===== config.mk =====
export PLATFORM = sky130hd
export DESIGN_NAME = mmu_csr_regs
export DESIGN_NICKNAME = d
export VERILOG_FILES = /design/src/rtl/mmu_csr_pkg.sv /design/src/rtl/mmu_csr_rstseq.sv /design/src/rtl/mmu_csr_fault.sv /design/src/rtl/mmu_csr_regs.sv
export SDC_FILE = /design/constraint.sdc
export NUM_CORES = 1
export LEC_CHECK = 0
export BUFFER_PORTS_ARGS = -buffer_cell sky130_fd_sc_hd__clkbuf_2
export CAP_MARGIN = 20
export CORE_ASPECT_RATIO = 1.75
export CORE_MARGIN = 10
export CORE_UTILIZATION = 25
export CTS_CLUSTER_SIZE = 40
export DETAILED_ROUTE_END_ITERATION = 7
export GPL_ROUTABILITY_DRIVEN = 0
export MAX_ROUTING_LAYER = met4
export PLACE_DENSITY = 0.49
export SLEW_MARGIN = 10
export SYNTH_ARGS = -nofsm -noshare
export SYNTH_HDL_FRONTEND = slang
export SYNTH_SLANG_ARGS = --single-unit

===== constraint.sdc =====
create_clock -name clk -period 1.6 [get_ports clk]
set_input_delay 0 -clock clk [delete_from_list [all_inputs] [get_ports clk]]
set_output_delay 0 -clock clk [all_outputs]
set_load 0.02 [all_outputs]

===== src/rtl/mmu_csr_pkg.sv =====
package mmu_csr_pkg;
   localparam int unsigned REG_W = 32;

   // word offsets of the register file
   localparam int unsigned OFF_REV  = 0;
   localparam int unsigned OFF_CFG  = 1;
   localparam int unsigned OFF_STAT = 2;
   localparam int unsigned OFF_FST  = 3;
   localparam int unsigned OFF_FEN  = 4;
   localparam int unsigned OFF_CTRL = 5;
   localparam int unsigned OFF_FVA  = 6;
   localparam int unsigned OFF_TTB  = 7;

   // configuration field positions
   localparam int unsigned CFG_AUTO_BIT = 0;
   localparam int unsigned CFG_SRST_BIT = 1;
   localparam int unsigned CFG_IDLE_LO  = 3;

   typedef enum logic [1:0] {
      IDLE_FORCE = 2'd0,
      IDLE_NONE  = 2'd1,
      IDLE_SMART = 2'd2
   } idle_e;

   // control field: bits 3:1
   typedef struct packed {
      logic emu_load;
      logic walk;
      logic xlat;
   } ctrl_t;
endpackage


===== src/rtl/mmu_csr_rstseq.sv =====
module mmu_csr_rstseq #(
   parameter int unsigned RST_CYCLES = 8
) (
   input  logic clk,
   input  logic rst_n,
   input  logic start,
   output logic busy
);
   localparam int unsigned CNT_W = $clog2(RST_CYCLES + 1);

   logic [CNT_W-1:0] cnt_q;
   logic             busy_q;

   always_ff @(posedge clk or negedge rst_n) begin
      if (!rst_n) begin
         busy_q <= 1'b0;
         cnt_q  <= '0;
      end else if (busy_q) begin
         cnt_q <= cnt_q - 1'b1;
         if (cnt_q == CNT_W'(1)) busy_q <= 1'b0;
      end else if (start) begin
         busy_q <= 1'b1;
         cnt_q  <= CNT_W'(RST_CYCLES);
      end
   end

   assign busy = busy_q;
endmodule


===== src/rtl/mmu_csr_fault.sv =====
module mmu_csr_fault #(
   parameter int unsigned NUM_SRC = 5,
   parameter int unsigned VA_W    = 32
) (
   input  logic               clk,
   input  logic               rst_n,
   input  logic               clr_all,
   input  logic [NUM_SRC-1:0] evt,
   input  logic [VA_W-1:0]    va,
   input  logic [NUM_SRC-1:0] w1c,
   input  logic               en_we,
   input  logic [NUM_SRC-1:0] en_wdata,
   output logic [NUM_SRC-1:0] st,
   output logic [NUM_SRC-1:0] en,
   output logic [VA_W-1:0]    fa,
   output logic               irq
);
   logic [NUM_SRC-1:0] st_q;
   logic [NUM_SRC-1:0] en_q;
   logic [VA_W-1:0]    fa_q;
   logic               pend;
   logic               cap;

   assign pend = |(st_q & en_q);
   assign cap  = (|(evt & en_q)) && !pend;

   for (genvar i = 0; i < NUM_SRC; i++) begin : g_src
      always_ff @(posedge clk or negedge rst_n) begin
         if (!rst_n)       st_q[i] <= 1'b0;
         else if (clr_all) st_q[i] <= 1'b0;
         else              st_q[i] <= evt[i] | (st_q[i] & ~w1c[i]);
      end
   end

   always_ff @(posedge clk or negedge rst_n) begin
      if (!rst_n) begin
         en_q <= '0;
         fa_q <= '0;
      end else if (clr_all) begin
         en_q <= '0;
         fa_q <= '0;
      end else begin
         if (en_we) en_q <= en_wdata;
         if (cap)   fa_q <= va;
      end
   end

   assign st  = st_q;
   assign en  = en_q;
   assign fa  = fa_q;
   assign irq = pend;
endmodule


===== src/rtl/mmu_csr_regs.sv =====
module mmu_csr_regs #(
   parameter int unsigned ADDR_W     = 4,
   parameter int unsigned NUM_SRC    = 5,
   parameter int unsigned RST_CYCLES = 8,
   parameter int unsigned TTB_ALIGN  = 14,
   parameter int unsigned REV_MAJOR  = 1,
   parameter int unsigned REV_MINOR  = 1
) (
   input  logic               clk,
   input  logic               rst_n,
   input  logic               bus_wr,
   input  logic [ADDR_W-1:0]  bus_addr,
   input  logic [31:0]        bus_wdata,
   output logic [31:0]        bus_rdata,
   input  logic [NUM_SRC-1:0] fault_evt,
   input  logic [31:0]        fault_va,
   output logic               irq,
   output logic               xlat_en,
   output logic               walk_en,
   output logic               emu_tlb_en,
   output logic [1:0]         idle_mode,
   output logic               auto_idle,
   output logic [31:0]        ttb_base
);
   import mmu_csr_pkg::*;

   localparam int unsigned DW       = REG_W;
   localparam int unsigned TTB_KEEP = DW - TTB_ALIGN;
   localparam logic [7:0]  REV_VAL  = {REV_MAJOR[3:0], REV_MINOR[3:0]};

   if (NUM_SRC != 5) begin : g_bad_src
      $error("NUM_SRC must be 5");
   end
   if (ADDR_W < 3) begin : g_bad_aw
      $error("ADDR_W must cover eight words");
   end
   if (TTB_ALIGN <= NUM_SRC || TTB_ALIGN >= DW) begin : g_bad_ttb
      $error("TTB_ALIGN out of range");
   end
   if (RST_CYCLES < 1) begin : g_bad_rc
      $error("RST_CYCLES must be at least 1");
   end
   if (REV_MAJOR > 15 || REV_MINOR > 15) begin : g_bad_rev
      $error("revision fields are four bits");
   end

   logic                busy;
   logic                done_w;
   logic                sw_start;
   logic                wr_ok;
   logic                sel_cfg, sel_fst, sel_fen, sel_ctrl, sel_ttb;
   logic [1:0]          idle_q;
   logic                auto_q;
   ctrl_t               ctrl_q;
   logic [TTB_KEEP-1:0] ttb_q;
   logic [NUM_SRC-1:0]  st_q;
   logic [NUM_SRC-1:0]  en_q;
   logic [DW-1:0]       fa_q;
   logic [NUM_SRC-1:0]  evt_in;
   logic [NUM_SRC-1:0]  w1c;
   logic                irq_w;
   logic                unused_wbits;

   assign sel_cfg  = bus_addr == ADDR_W'(OFF_CFG);
   assign sel_fst  = bus_addr == ADDR_W'(OFF_FST);
   assign sel_fen  = bus_addr == ADDR_W'(OFF_FEN);
   assign sel_ctrl = bus_addr == ADDR_W'(OFF_CTRL);
   assign sel_ttb  = bus_addr == ADDR_W'(OFF_TTB);

   assign sw_start = bus_wr && !busy && sel_cfg && bus_wdata[CFG_SRST_BIT];
   assign wr_ok    = bus_wr && !busy && !sw_start;
   assign done_w   = !busy;

   mmu_csr_rstseq #(.RST_CYCLES(RST_CYCLES)) u_rstseq (
      .clk   (clk),
      .rst_n (rst_n),
      .start (sw_start),
      .busy  (busy)
   );

   assign evt_in = busy ? '0 : fault_evt;
   assign w1c    = (wr_ok && sel_fst) ? bus_wdata[NUM_SRC-1:0] : '0;

   mmu_csr_fault #(.NUM_SRC(NUM_SRC), .VA_W(DW)) u_fault (
      .clk      (clk),
      .rst_n    (rst_n),
      .clr_all  (sw_start),
      .evt      (evt_in),
      .va       (fault_va),
      .w1c      (w1c),
      .en_we    (wr_ok && sel_fen),
      .en_wdata (bus_wdata[NUM_SRC-1:0]),
      .st       (st_q),
      .en       (en_q),
      .fa       (fa_q),
      .irq      (irq_w)
   );

   always_ff @(posedge clk or negedge rst_n) begin
      if (!rst_n) begin
         idle_q <= IDLE_FORCE;
         auto_q <= 1'b0;
         ctrl_q <= '0;
         ttb_q  <= '0;
      end else if (sw_start) begin
         idle_q <= IDLE_FORCE;
         auto_q <= 1'b0;
         ctrl_q <= '0;
         ttb_q  <= '0;
      end else if (wr_ok) begin
         if (sel_cfg) begin
            idle_q <= bus_wdata[CFG_IDLE_LO +: 2];
            auto_q <= bus_wdata[CFG_AUTO_BIT];
         end
         if (sel_ctrl) ctrl_q <= bus_wdata[3:1];
         if (sel_ttb)  ttb_q  <= bus_wdata[DW-1:TTB_ALIGN];
      end
   end

   always_comb begin
      bus_rdata = '0;
      case (bus_addr)
         ADDR_W'(OFF_REV):  bus_rdata[7:0] = REV_VAL;
         ADDR_W'(OFF_CFG):  begin
            bus_rdata[CFG_IDLE_LO +: 2] = idle_q;
            bus_rdata[CFG_SRST_BIT]     = busy;
            bus_rdata[CFG_AUTO_BIT]     = auto_q;
         end
         ADDR_W'(OFF_STAT): bus_rdata[0] = done_w;
         ADDR_W'(OFF_FST):  bus_rdata[NUM_SRC-1:0] = st_q;
         ADDR_W'(OFF_FEN):  bus_rdata[NUM_SRC-1:0] = en_q;
         ADDR_W'(OFF_CTRL): bus_rdata[3:1] = ctrl_q;
         ADDR_W'(OFF_FVA):  bus_rdata = fa_q;
         ADDR_W'(OFF_TTB):  bus_rdata[DW-1:TTB_ALIGN] = ttb_q;
         default:           bus_rdata = '0;
      endcase
   end

   assign unused_wbits = ^bus_wdata[TTB_ALIGN-1:NUM_SRC];

   assign irq        = irq_w;
   assign xlat_en    = ctrl_q.xlat;
   assign walk_en    = ctrl_q.walk;
   assign emu_tlb_en = ctrl_q.emu_load;
   assign idle_mode  = idle_q;
   assign auto_idle  = auto_q;
   assign ttb_base   = {ttb_q, {TTB_ALIGN{1'b0}}};
endmodule


# After elaboration in Yosys (flattened, before gate mapping)

Cells that the tools add are included.

Muxes and demuxes: 36
Equal/unequal tests: 8
Add/subtract/negate cells: 1
Bitwise gates (word level): 17
Reduce and logical (&&, ||, !) cells: 23

Operator list:

| operator           | number |
|---|---|
| $mux 32            | 2 |
| $mux 18            | 3 |
| $pmux 18 s2        | 1 |
| $mux 5             | 4 |
| $eq 4x3->1 const B | 4 |
| $pmux 1 s5         | 3 |
| $reduce_bool 2->1  | 7 |
| $mux 3             | 4 |
| $mux 1             | 11 |
| $and 5x5->5        | 2 |
| $reduce_or 5->1    | 2 |
| $eq 4x1->1 const B | 2 |
| $eq 4x2->1 const B | 2 |
| $mux 4             | 2 |
| $logic_and 1x1->1  | 7 |
| $mux 2             | 3 |
| $mux 6             | 1 |
| $pmux 1 s6         | 1 |
| $reduce_and 2->1   | 3 |
| $and 1x1->1        | 5 |
| $not 1->1          | 5 |
| $or 1x1->1         | 5 |
| $logic_not 4->1    | 1 |
| $pmux 1 s4         | 1 |
| other kinds (2)    | 4 |

Logic and storage cells: 100
Input port bits: 76
Bits in registers: 71
Output and inout bits: 71

# Depth between registers and ports, before layout

Depth after elaboration: 12
Depth in mapped cells: 7
Gate-level depth less buffers: 5

# Modules after synthesis

Synthesis repeated with hierarchy kept, for this count alone.

Cell total of the unflattened synthesis: 353
Area total of the unflattened synthesis: 3732.3 um^2

Modules (own cells, without submodules):

| module         | times used | area each (um^2) | seq. area each (um^2) | cells an instance |
|---|---|---|---|---|
| mmu_csr_regs   | 1          | 1869.3           | 600.6                 | 217 |
| mmu_csr_fault  | 1          | 1624.1           | 1051.0                | 115 |
| mmu_csr_rstseq | 1          | 239.0            | 125.1                 | 21 |

# Least setup slack after synthesis

OpenSTA, ideal clock, no wires.

Path type: register -> register
From: register u_fault.en_q[4] (netlist: u_fault.en[4])
To: register u_fault.fa_q[11] (netlist: u_fault.fa[11])
Path buffers: 2
Setup slack: 110 ps
Data required time: 1523 ps
Library setup time: 77 ps
Cell stages (with the launch flop): 7
Arrival time: 1413 ps
Clock period less this slack: 1490 ps
Path through: dfrtp_1 -> a222oi_1 -> and2_1 -> buf_4 -> buf_2 -> nand3_1 -> a21oi_1

Longest elaborated chain between the ends: 5
Elaborated cells between the ends (all ways): 7
Classes of those cells: bitwise: 2; reduce/logical: 5

RTL lines:

| item                                 | line                | source |
|---|---|---|
| start, declared                      | mmu_csr_fault.sv:19 | `logic [NUM_SRC-1:0] en_q;` |
| start signal, assigned               | mmu_csr_fault.sv:43 | `if (en_we) en_q <= en_wdata;` |
| $and 5x5->5                          | mmu_csr_fault.sv:24 | `assign pend = \|(st_q & en_q);` |
| $reduce_or 5->1                      | mmu_csr_fault.sv:24 |  |
| $logic_not 1->1                      | mmu_csr_fault.sv:25 | `assign cap = (\|(evt & en_q)) && !pend;` |
| $logic_and 1x1->1 *                  | mmu_csr_fault.sv:25 |  |
| $reduce_bool 2->1 (no source line) * | n/a                 |  |
| end signal, assigned                 | mmu_csr_fault.sv:44 | `if (cap) fa_q <= va;` |
| end, declared                        | mmu_csr_fault.sv:20 | `logic [VA_W-1:0] fa_q;` |

Mark *: on every way between the ends. The rest lies on a longest branch, timed or not.
A chain may end at the register's enable or synchronous reset.

# Final worst setup path

From: register u_fault.st_q[3] (netlist: u_fault.st[3])
To: output port bus_rdata[3]

Longest elaborated chain between the ends: 1

RTL lines:

| item                            | line                | source |
|---|---|---|
| start, declared                 | mmu_csr_fault.sv:18 | `logic [NUM_SRC-1:0] st_q;` |
| start signal, assigned by index | mmu_csr_fault.sv:31 | `else st_q[i] <= evt[i] \| (st_q[i] & ~w1c[i]);` |
| $pmux 1 s5                      | mmu_csr_regs.sv:122 | `case (bus_addr)` |
| end, declared                   | mmu_csr_regs.sv:14  | `output logic [31:0] bus_rdata,` |

No other way between the ends.

==> flow_summary_export.csv <==
group,metric,value,unit
global_route,grt_pass1_vias,4193,
final_layout,layout.nets,691,
final_layout,final_common_cell,"clkbuf_2",
final_layout,syn_to_final_growth,67.3,%
global_route,grt-ovfl-total,0,
timing,fin_crit_sh,112,%
power_and_ir_drop,vdd_ir_drop_max,586,uV
logic_synthesis,syn_inst,411,
setup_path,r2r_cells,7,
floorplanning,die_h,180,um
detailed_routing,num_vias,3925,
setup_path,path_max_fanout,2,
final_layout,drive_gt1_share,42.8,%
timing,hold_viol,0,
outcome,outcome,"finished, violations left",
timing,setup_slack,-0.198,ns
setup_path,critPathArrivalTime,1.80,ns
detailed_routing,dr.pass1.iters,4,
detailed_routing,ant_nets,0,
logic_synthesis,ys.warnings.count,0,
clock_tree,clock-sinks,71,
clock_tree,cts_max_path_buffers,2,
logic_synthesis,syn_area_per_cell,8.90,um^2
floorplanning,dieWidth,111,um
final_layout,final_cell_mix,"118 x clkbuf_2, 70 x dfrtp_1, 65 x nand2_1",
detailed_routing,viasPerCell,4.94,
timing,report.final.slew_viol_count,0,
flow_run,maxCapViolCount,0,
hold_path,hp-class,"in2reg",
floorplanning,rows,58,
logic_synthesis,synth_top_area_share,48.6,%
clock_tree,cts_max_level,3,
floorplanning,dieArea,20100,um^2
placed_design,pre_cts_ws,-0.0813,ns
timing,layout_min_cycle_time,1.80,ns
setup_path,worst_ep_required_time,1.60,ns
placed_design,portBuffers,123,
placed_design,dp_hpwl,10300,um
power_and_ir_drop,p_leak,2.74,nW
logic_synthesis,ys_seq_area_share,48.6,%
floorplanning,ios,147,
floorplanning,core,14400,um^2
floorplanning,initial_core_util,25.5,%
setup_path,cp-end-kind,"primary output",
global_route,grt_max_degree,39,
detailed_routing,wl_per_cell,19.7,um
final_layout,multi_input_area,2020,um^2
detailed_routing,drc,0,
detailed_routing,totalWireLength,15700,um
timing,worst_slew_pin_slew,0.649,ns
clock_tree,clk_latency,0.33,ns
timing,setup_viol,34,
global_route,grt.total_usage,15.3,%
final_layout,n_antenna_cell,0,
clock_tree,cts_buffers,9,
logic_synthesis,synth.distinct_cells,37,
global_route,grt_antenna_before_repair,0,
global_route,grt_first_pass_wirelength,23800,um
logic_synthesis,ys_ff_latch,71,
final_layout,nFillCells,1434,
power_and_ir_drop,power,0.00961,W
setup_path,crit_type,"reg2out",
setup_path,r2r_setup_slack,-0.13,ns
logic_synthesis,syn-cell-area,3660,um^2
timing,clock.fmax,556,MHz
final_layout,regArea,1780,um^2
power_and_ir_drop,p_per_area,1570,nW/um^2
clock_tree,clk_pin_slew,0.05,ns
clock_tree,cts_tree,"done",
timing,rsz0062_at_grt,"yes",
outcome,violations,"setup timing",
logic_synthesis,synth.largest_area_cell,"dfrtp_1",
setup_path,setup.worst_path.start_class,"register",
hold_path,min_path_cells,4,
logic_synthesis,ys_top_cells_by_area,"dfrtp_1 49%, a21oi_1 8.8%, nand2_1 6.8%",
timing,relSlewSlack,56.7,%
detailed_routing,drt-initial-drc-count,208,
clock_tree,clock-root-buffer,"clkbuf_16",
timing,finClkSkew,0.00488,ns
==> final timing paths <==
kind                                      startpoint                    endpoint
setup / recovery             u_fault.st[3]$_DFF_PN0_                bus_rdata[3]
max in group asynchronous                      rst_n     u_rstseq.busy$_DFF_PN0_
hold / removal                          fault_evt[1]     u_fault.st[1]$_DFF_PN0_
min in group asynchronous                      rst_n        ttb_q[0]$_DFFE_PN0P_
hold reg to reg             idle_mode[0]$_DFFE_PN0P_    idle_mode[0]$_DFFE_PN0P_
setup reg to reg           u_fault.en[4]$_DFFE_PN0P_  u_fault.fa[12]$_DFFE_PN0P_
==> report_power, final <==
group | switching (W) | internal [W] | leakage (nW) | total [W]
logic | 0.00263 | 0.00224 | 1.73 | 0.00487
clock network | 0.000704 | 0.00106 | 0.127 | 0.00176
registers | 0.000502 | 0.00247 | 0.886 | 0.00298
==> final cells by class <==
| class | instances | share of cell area [%] |
|---|---|---|
| Sequential cell | 71 | 29.0 |
| Clock buffer | 11 | 3.97 |
| Multi-Input combinational cell | 300 | 33.0 |
| Tap cell | 180 | 3.68 |
| Inverter | 5 | 0.307 |
| Timing Repair Buffer | 226 | 29.9 |
| Clock inverter | 2 | 0.164 |
==> cells by family after synthesis <==
logic type / count (synthesis) / share of synthesized area [%]
compound gates: 136 / 22.0
xor+xnor: 2 / 0.479
fa+ha+maj: 2 / 0.684
buf+inv: 53 / 8.07
flops: 71 / 48.6
mux: 2 / 0.684
other cells: 1 / 0.103
simple gates: 144 / 19.4
==> registers in the layout, summed over array words and instances, names as in the netlist, 2 cells and up <==
signal	count
idle_mode	2
u_fault.st	5
u_fault.fa	32
u_rstseq.cnt_q	4
ttb_q	18
u_fault.en	5
==> critical path, stage by stage (launching register included) <==
cell and delay [ns]:
dfrtp_1 0.39, buf_4 0.14, a222oi_1 0.60, nand2_1 0.14
buf_2 0.20
==> routing by layer <==
layer | up-vias | track usage [%] | share of wire, %
met2 | 109 | 29.2 | 58
met4 | 0 | 5.83 | 2.0
li1 | 1843 | - | -
met3 | 18 | 2.70 | 3.8
met5 | - | - | 0
met1 | 1955 | 14.7 | 36
==> synth_stat cells <==
| master | instances |
|---|---|
| a221oi_1 | 1 |
| nor4b_1 | 2 |
| nand2_4 | 1 |
| buf_1 | 1 |
| mux2_4 | 1 |
| nand2_1 | 66 |
| ha_1 | 2 |
| xnor2_1 | 1 |
| a21oi_1 | 64 |
| buf_2 | 20 |
| nor4bb_1 | 1 |
| a22oi_1 | 3 |
| nor3_1 | 1 |
| o21ai_0 | 37 |
| a222oi_1 | 6 |
| a22o_1 | 18 |
| mux2i_1 | 1 |
| nor2b_1 | 3 |
| o21ai_1 | 1 |
| and4b_1 | 1 |
| nand2b_1 | 3 |
| inv_1 | 5 |
| nor4b_4 | 1 |
| conb_1 | 1 |
| nand3_1 | 42 |
| and4bb_2 | 2 |
| o31ai_1 | 4 |
| buf_6 | 1 |
| a221o_1 | 1 |
| a31oi_1 | 1 |
| dfrtp_1 | 71 |
| nor2_1 | 8 |
| buf_4 | 17 |
| xor2_1 | 1 |
| and3_1 | 2 |
| and2_1 | 11 |
| clkbuf_1 | 9 |
==> per-stage QoR <==
stage	instances	area, um^2	utilization (%)	hold slack [ns]	setup TNS, ns
finish	795	6120	42.6	0.0961	-3.43
global route	795	6120	42.6	0.114	-4.94
CTS	787	5870	40.8	0.0870	-3.12
detailed placement	707	4570	31.8	0.00473	-1.70
global placement	707	4570	31.8	-0.00521	-1.33
floorplan	424	3710	-	-0.296	0
==> repair_timing <==
action | CTS | global route
setup endpoints to repair | 35 | 65
hold endpoints to repair | 97 | 0
resized for setup | 78 | 59
gates cloned | 5 | 2
pin swaps | 57 | 36
setup buffers | 3 | 6
hold buffers | 59 | 0
Note: power is estimated with default switching activity, not from simulation.
